### src/rtl/gd_pkg.sv
package gd_pkg;
  // default geometry of the watched holding registers
  localparam int unsigned DEF_MAC_W     = 35;
  localparam int unsigned DEF_MAC_UNITY = 30;
  localparam int unsigned DEF_AUX_W     = 20;
  localparam int unsigned DEF_AUX_UNITY = 15;
  localparam int unsigned DEF_GROWTH    = 3;

  // number of registers compared by the maximum stage
  localparam int unsigned NUM_SRC = 4;

  // source slot order inside the maximum stage
  typedef enum logic [1:0] {
    SRC_MAC_RE = 2'd0,
    SRC_MAC_IM = 2'd1,
    SRC_AUX_RE = 2'd2,
    SRC_AUX_IM = 2'd3
  } gd_src_e;
endpackage

### src/rtl/gd_reg_growth.sv
// Encodes the growth of one two's complement register above its unity bit.
module gd_reg_growth #(
  parameter int unsigned W      = 20,
  parameter int unsigned UNITY  = 15,
  parameter int unsigned GROWTH = 3,
  localparam int unsigned CW    = $clog2(GROWTH + 1)
) (
  input  logic [W-1:0]  val_i,
  output logic [CW-1:0] code_o
);
  logic sign;

  assign sign = val_i[W-1];

  // highest window bit that disagrees with the sign wins (loop runs upward)
  always_comb begin
    code_o = '0;
    for (int k = 1; k <= int'(GROWTH); k++) begin
      if (val_i[UNITY + k] != sign) code_o = CW'(k);
    end
  end

  // the window must sit strictly below the sign bit
  initial begin
    if (UNITY + GROWTH > W - 2) $error("growth window overlaps sign bit");
  end
endmodule

### src/rtl/gd_max_tree.sv
// Picks the largest of N growth codes.
module gd_max_tree #(
  parameter int unsigned N  = 4,
  parameter int unsigned CW = 2
) (
  input  logic [N-1:0][CW-1:0] code_i,
  output logic [CW-1:0]        max_o
);
  always_comb begin
    max_o = code_i[0];
    for (int i = 1; i < int'(N); i++) begin
      if (code_i[i] > max_o) max_o = code_i[i];
    end
  end


  always_comb begin
    for (int i = 0; i < int'(N); i++) begin
      max_bound_chk: assert (max_o >= code_i[i] || $isunknown(code_i[i]))
        else $error("maximum below an input code");
    end
  end
endmodule

### src/rtl/gd_hold.sv
// Registered peak control and growth output register.
module gd_hold #(
  parameter int unsigned CW = 2
) (
  input  logic          clk_i,
  input  logic          rst_ni,
  input  logic          upd_i,
  input  logic          peak_i,
  input  logic [CW-1:0] cur_i,
  output logic [CW-1:0] code_o
);
  logic          pk_q, pk_d;
  logic [CW-1:0] code_q, code_d;
  logic          code_en;

  // next state
  always_comb begin
    pk_d    = peak_i;
    code_en = upd_i;
    code_d  = cur_i;
    if (pk_q && code_q > cur_i) code_d = code_q;
  end

  // registers
  always_ff @(posedge clk_i or negedge rst_ni) begin
    if (!rst_ni) begin
      pk_q   <= 1'b0;
      code_q <= '0;
    end else begin
      pk_q <= pk_d;
      if (code_en) code_q <= code_d;
    end
  end

  assign code_o = code_q;


  hold_idle_chk: assert property (@(posedge clk_i) disable iff (!rst_ni)
    !upd_i |=> $stable(code_q));


  follow_live_chk: assert property (@(posedge clk_i) disable iff (!rst_ni)
    (upd_i && !pk_q) |=> code_q == $past(cur_i));


  peak_monotone_chk: assert property (@(posedge clk_i) disable iff (!rst_ni)
    (upd_i && pk_q) |=> code_q >= $past(code_q));


  peak_covers_chk: assert property (@(posedge clk_i) disable iff (!rst_ni)
    (upd_i && pk_q) |=> code_q >= $past(cur_i));


  peak_delay_chk: assert property (@(posedge clk_i) disable iff (!rst_ni)
    1'b1 |=> pk_q == $past(peak_i));
endmodule

### src/rtl/bfp_growth_detect.sv
module bfp_growth_detect
  import gd_pkg::*;
#(
  parameter int unsigned MAC_W       = DEF_MAC_W,
  parameter int unsigned MAC_UNITY   = DEF_MAC_UNITY,
  parameter int unsigned AUX_W       = DEF_AUX_W,
  parameter int unsigned AUX_UNITY   = DEF_AUX_UNITY,
  parameter int unsigned GROWTH_BITS = DEF_GROWTH
) (
  input  logic                                 clk_i,
  input  logic                                 rst_ni,
  input  logic                                 upd_i,
  input  logic                                 peak_i,
  input  logic [MAC_W-1:0]                     mac_re_i,
  input  logic [MAC_W-1:0]                     mac_im_i,
  input  logic [AUX_W-1:0]                     aux_re_i,
  input  logic [AUX_W-1:0]                     aux_im_i,
  output logic [$clog2(GROWTH_BITS+1)-1:0]     growth_o
);
  localparam int unsigned CW = $clog2(GROWTH_BITS + 1);

  // reset: asserted asynchronously, released on the clock
  logic [1:0] rst_sync_q;
  logic       rst_n;

  always_ff @(posedge clk_i or negedge rst_ni) begin
    if (!rst_ni) rst_sync_q <= 2'b00;
    else         rst_sync_q <= {rst_sync_q[0], 1'b1};
  end
  assign rst_n = rst_sync_q[1];

  // per-register growth encoders
  logic [NUM_SRC-1:0][CW-1:0] src_code;
  logic [1:0][MAC_W-1:0]      mac_v;
  logic [1:0][AUX_W-1:0]      aux_v;
  logic [CW-1:0]              cur_max;

  assign mac_v = {mac_im_i, mac_re_i};
  assign aux_v = {aux_im_i, aux_re_i};

  for (genvar p = 0; p < 2; p++) begin : g_part
    gd_reg_growth #(.W(MAC_W), .UNITY(MAC_UNITY), .GROWTH(GROWTH_BITS)) u_mac (
      .val_i (mac_v[p]),
      .code_o(src_code[int'(SRC_MAC_RE) + p])
    );
    gd_reg_growth #(.W(AUX_W), .UNITY(AUX_UNITY), .GROWTH(GROWTH_BITS)) u_aux (
      .val_i (aux_v[p]),
      .code_o(src_code[int'(SRC_AUX_RE) + p])
    );
  end

  gd_max_tree #(.N(NUM_SRC), .CW(CW)) u_max (
    .code_i(src_code),
    .max_o (cur_max)
  );

  gd_hold #(.CW(CW)) u_hold (
    .clk_i (clk_i),
    .rst_ni(rst_n),
    .upd_i (upd_i),
    .peak_i(peak_i),
    .cur_i (cur_max),
    .code_o(growth_o)
  );


  reset_zero_chk: assert property (@(posedge clk_i)
    !rst_n |=> growth_o == '0);
endmodule

### config.mk
export PLATFORM = sky130hd
export DESIGN_NAME = bfp_growth_detect
export DESIGN_NICKNAME = d
export VERILOG_FILES = /design/src/rtl/gd_pkg.sv /design/src/rtl/gd_reg_growth.sv /design/src/rtl/gd_max_tree.sv /design/src/rtl/gd_hold.sv /design/src/rtl/bfp_growth_detect.sv
export SDC_FILE = /design/constraint.sdc
export NUM_CORES = 1
export LEC_CHECK = 0
export BUFFER_PORTS_ARGS = -buffer_cell sky130_fd_sc_hd__buf_4
export CAP_MARGIN = 20
export CORE_MARGIN = 1
export CORE_UTILIZATION = 27
export DETAILED_ROUTE_END_ITERATION = 6
export PLACE_DENSITY_LB_ADDON = 0.12
export SLEW_MARGIN = 0
export SYNTH_ARGS = -nofsm -noshare
export SYNTH_HDL_FRONTEND = slang
export SYNTH_SLANG_ARGS = --single-unit
### constraint.sdc
create_clock -name clk_i -period 0.8 [get_ports clk_i]
set_clock_uncertainty 0.15 [all_clocks]
set_input_delay 0.16 -clock clk_i [delete_from_list [all_inputs] [get_ports clk_i]]
set_output_delay 0.16 -clock clk_i [all_outputs]
set_load 0.05 [all_outputs]
# Word-level counts from Yosys, hierarchy flattened
# Index checks and enable logic that the tools add are counted.
# classes
order_cmp	4
n_reduce_logical	2
muxes	15
n_eq_ne	12
n_bitwise	1
# ops
op	count
2-to-1 mux 2 bit	11
!= test 1 bit	12
greater-than comparator 2 bit	4
2-to-1 mux 1 bit	4
AND reduction 2 bit	1
logical AND 1 bit	1
NOT 1 bit	1
# totals
inputBits	114
reg_bits	5

# Longest topological paths before layout
# logic_depth
depth_word	14
mapped_depth	26
depth_no_buf	26

# Cells and area by module
# Synthesis repeated with hierarchy kept, for this count alone.
# hier_totals
hier_cells	82
hier_area_um2	688.2
# modules_own_cells
module	cells_per_inst	area_per_inst_um2	seq_area_each_um2	n_inst
gd_max_tree	33	266.5	0.0	1
gd_hold	18	187.7	75.1	1
gd_reg_growth	7	45.0	0.0	4
bfp_growth_detect	3	53.8	50.0	1

# Least setup slack after synthesis
# Ideal clock, no wire load.
# synth_timing
path_kind	input to register
from	in mac_im_i[33]
to	reg u_hold.code_q[0], in the netlist u_hold.code_o[0]
path_stages	25
slack_ns	-3.255
t_required_ns	0.558
setup_time_ns	0.092
arrival_ns	3.814
path_buffers	0
cell_sequence	or2_1 -> o21ai_0 -> inv_1 -> ha_1 -> nor2b_1 -> o221ai_1 -> o2111ai_1 -> nor2_1 -> inv_1 -> ha_1 -> nor2_1 -> o22ai_4 -> nor2b_4 -> a21oi_1 -> ha_1 -> inv_1 -> o22ai_1 -> mux2_4 -> nor2_1 -> ha_1 -> nand2_1 -> nand2_1 -> o21ai_0 -> nand2_1 -> o31ai_2
# synth_via
elab_chain_len	12
# synth_rtl
item	line_no	source
from (decl)	bfp_growth_detect.sv:15	input logic [MAC_W-1:0] mac_im_i,
!= test 1 bit (*)	gd_reg_growth.sv:19	if (val_i[UNITY + k] != sign) code_o = CW'(k);
2-to-1 mux 2 bit (*)	gd_reg_growth.sv:19	
greater-than comparator 2 bit	gd_max_tree.sv:12	if (code_i[i] > max_o) max_o = code_i[i];
2-to-1 mux 2 bit (*)	gd_max_tree.sv:12	
greater-than comparator 2 bit	gd_max_tree.sv:12	
2-to-1 mux 2 bit (*)	gd_max_tree.sv:12	
greater-than comparator 2 bit	gd_max_tree.sv:12	
2-to-1 mux 2 bit (*)	gd_max_tree.sv:12	
named net cur_max[0]	bfp_growth_detect.sv:36	logic [CW-1:0] cur_max;
greater-than comparator 2 bit	gd_hold.sv:21	if (pk_q && code_q > cur_i) code_d = code_q;
logical AND 1 bit	gd_hold.sv:21	
NOT 1 bit (no line)	--	
AND reduction 2 bit (no line)	--	
to (signal assigned)	gd_hold.sv:31	if (code_en) code_q <= code_d;
to (decl)	gd_hold.sv:13	logic [CW-1:0] code_q, code_d;
# Mark *: on every way through the listed nets, which the timed path passes. The rest lies on a longest branch.
# A chain may end at the register's enable or synchronous reset.

# Worst setup path in the final report
# layout_timing
from	in mac_re_i[32]
to	reg u_hold.code_q[0], in the netlist u_hold.code_o[0]
# layout_via
elab_chain_len	13
# layout_rtl
item	line_no	source
from (decl)	bfp_growth_detect.sv:14	input logic [MAC_W-1:0] mac_re_i,
!= test 1 bit (*)	gd_reg_growth.sv:19	
2-to-1 mux 2 bit (*) (2 in a row)	gd_reg_growth.sv:19	
greater-than comparator 2 bit	gd_max_tree.sv:12	
2-to-1 mux 2 bit (*)	gd_max_tree.sv:12	
greater-than comparator 2 bit	gd_max_tree.sv:12	
2-to-1 mux 2 bit (*)	gd_max_tree.sv:12	
greater-than comparator 2 bit	gd_max_tree.sv:12	
2-to-1 mux 2 bit (*)	gd_max_tree.sv:12	
named net cur_max[0]	bfp_growth_detect.sv:36	
greater-than comparator 2 bit	gd_hold.sv:21	
logical AND 1 bit	gd_hold.sv:21	
NOT 1 bit (no line)	--	
AND reduction 2 bit (no line)	--	
# Marked as above.

==> metrics <==
status finished with violations; violated checks negative hold slack, negative setup slack; Final Instance Count excl. Fillers 172; endpoints failing hold 4; average instance area after synthesis 8.05 sq um; H-tree depth reported by CTS 1; initial standard-cell utilization of the core 0.298; required time of the critical path 0.80 ns; Nets 270; clock tree from TritonCTS done; period utilization 4.60; instance count along the most critical hold path 1; Num CTS Buffers 3; Hold WC Path Type in2reg; vias in the first global route 739; # IOs 116; most used cells in the layout excluding fill and tap cells buf_4 (46), nand2_1 (8), ha_1 (7), inv_1 (6), buf_6 (6); highest achievable clock rate 0.272 GHz; height of the die 52.3 microns; source-to-sink clock delay at the later pin of the worst-skew pair 0.25 ns; Max Transition Viols Final 0; leading post-synthesis cells by cell area ha_1 (20%), dfrtp_1 (18%), nand2_1 (6.0%); clock-pin slew on the worst setup and hold paths 0.04 ns; placer congestion estimate 0.706; delay of the slowest cell on the worst path 0.34 ns; maximum number of pins on one net before global-route repair 5; total global routing track utilization 0.133; Worst Path Class, Setup in2reg; register-to-register setup slack -0.67 ns; arrival time of the worst setup path 3.68 ns; synth unique cells 27; element type at the critical path start input pin; number of diodes 0; total nets after synthesis 210; total number of placement rows 17; post-route worst hold slack -0.127 ns; ratio of cells with drive above 1 in the final layout 0.667; Tmin final 3.68 ns; first drt pass iteration count 3; area share of the leading cell type in the synthesized netlist 0.201; Area Overhead vs Synth 100%; DRC violations left 0; Vias per Instance 4.59; fraction of the yosys area taken by sequential cells 0.183; startpoint of the worst register-to-register path u_hold.code_o[1]; area of the die 2740 sq um; number of cells on the worst reg-to-reg path 4; Iter 0 DRT Violations 5; power density over the cells 1740 nW/um^2; quantity of I/O buffers inserted on ports 21; Syn. warnings 0; met3 usage 0.00870; die width 52.3 microns; Clk Tree Root Cell clkbuf_4; fraction of synthesized cell area in xor and xnor cells 0; EDFF count, synth 0; highest ir drop seen on vdd 1970 uV; number of antenna violations at the first check in global routing 0; main combinational cell family by area after synthesis simple AND/OR/NAND/NOR gates; unrepaired setup endpoints after global routing true; fraction of the mapped netlist area in adder cells 0.201; sink count of the clock tree 5; Max Cap Viol 0; multiplexer fraction of the synthesized cell area 0.0219; wire length after detailed routing 1760 microns; most frequently used flop master after synthesis dfrtp_1; top cell type by total area after synthesis ha_1; Detail Route Antenna Nets 0; Lkg Pwr 0.651 nW; area share of and/or/nand/nor cells after synthesis 0.318; final setup margin -2.88 ns; capturing element type of the critical path flop; number of placed instances with taps included 162; most common cell after layout, fill and taps aside buf_4; R2R Path End u_hold.code_o[0]; source of the worst hold timing path peak_i; compound-cell area share of the yosys netlist 0.221; wire length of the first global-routing pass 2800 microns; HPWL reported at the end of detailed placement 1370 microns; vias 789; register bit count reported by yosys 5; Placeable Area 2300 sq um; total of hold buffers inserted after clock tree synthesis 1; maximum fanout count along the critical path 4; post-synthesis instance total 85; GRT busiest layer met2; Hold EP u_hold.pk_q; number of setup violations in the final report 4; Longest Clk Path Bufs 2; global-route track usage on met2 0.245; Mapped Area 684 sq um; WL/cell 10.2 microns; met1 track demand over resource in global routing 0.157; CP max-delay cell mux2_4; overflow left after global routing 0; fraction of registers with async set/reset 1.00
## timing repair
| item | 4_1_cts | 5_1_grt |
|---|---|---|
| pin swaps | 11 | 17 |
| endpoints found under the setup margin | 4 | 4 |
| gates resized for setup | 14 | 20 |
| hold endpoints to repair | 6 | 4 |
| setup buffers | 3 | 2 |
## area by class of cell
type	instances	area (sq um)
inverters	9	33.8
multi-input cells	71	693
repair buffers	55	453
clock buffers	4	26.3
well taps	28	35.0
flip-flops and latches	5	128
fillers	209	928
## kinds of logic after synthesis
logic type | count (synthesis)
other | 1
AOI/OAI and AO/OA | 18
adders and majority gates | 11
and+or+nand+nor | 40
DFF | 5
muxes | 1
buffers and inverters | 9
## synthesized netlist by cell type (3+ instances only)
library cell and count:
o21ai_0 4, dfrtp_1 5, o22ai_1 3, nand2_1 11, o221ai_1 3, nand2b_1 4
ha_1 11, nand3_1 5, inv_1 9, nor2_1 5, nor2b_1 6
## layer usage
layer  wire length (microns)  part of all wire  vias to the layer above
met3                      35             0.020                        2
met4                      15            0.0085                        0
li1                        -                 -                      417
met1                     731              0.42                      356
met5                       0                 0                        -
met2                     973              0.55                       14
## where the power goes
group          internal [mW]  switching, mW  total [mW]
logic                  0.905          0.822        1.73
registers              0.313         0.0403       0.353
clock network          0.189          0.113       0.303
## worst max path at each step
stage / endpoint / slack [ns] / cells past startpoint / startpoint
2_1_floorplan: u_hold.code_o[0] / -2.87 / 25 / mac_re_i[33]
3_3_place_gp: u_hold.code_o[0] / -3.12 / 26 / mac_im_i[33]
3_5_place_dp: u_hold.code_o[0] / -3.21 / 25 / mac_im_i[33]
4_1_cts: u_hold.code_o[0] / -2.95 / 25 / mac_re_i[33]
5_1_grt: u_hold.code_o[1] / -3.11 / 25 / mac_re_i[32]
6_report: u_hold.code_o[0] / -2.88 / 25 / mac_re_i[32]
## flip-flops by register name (all words and copies together) (netlist names)
signal and cells:
rst_sync_q 2, u_hold.code_o 2, u_hold.pk_q 1
## critical path: cells and delay by family
kind | cells | cell delay [ns]
AOI/OAI and AO/OA | 8 | 1.11
adders and majority gates | 4 | 1.04
and+or+nand+nor | 7 | 0.74
muxes | 1 | 0.34
buffers and inverters | 5 | 0.29
## stage by stage
step | setup TNS, ns | setup WS, ns | total power, mW | area (sq um) | utilization
after detailed placement | -6.80 | -3.21 | 1.59 | 1140 | 0.498
after global routing | -7.08 | -3.11 | 2.58 | 1370 | 0.596
after global placement | -6.64 | -3.12 | 1.56 | 1140 | 0.498
after CTS | -6.71 | -2.95 | 2.10 | 1260 | 0.547
final | -6.60 | -2.88 | 2.38 | 1370 | 0.596
after floorplan | -5.74 | -2.87 | 1.11 | 742 | -
Power figures use the tool's default switching activity.
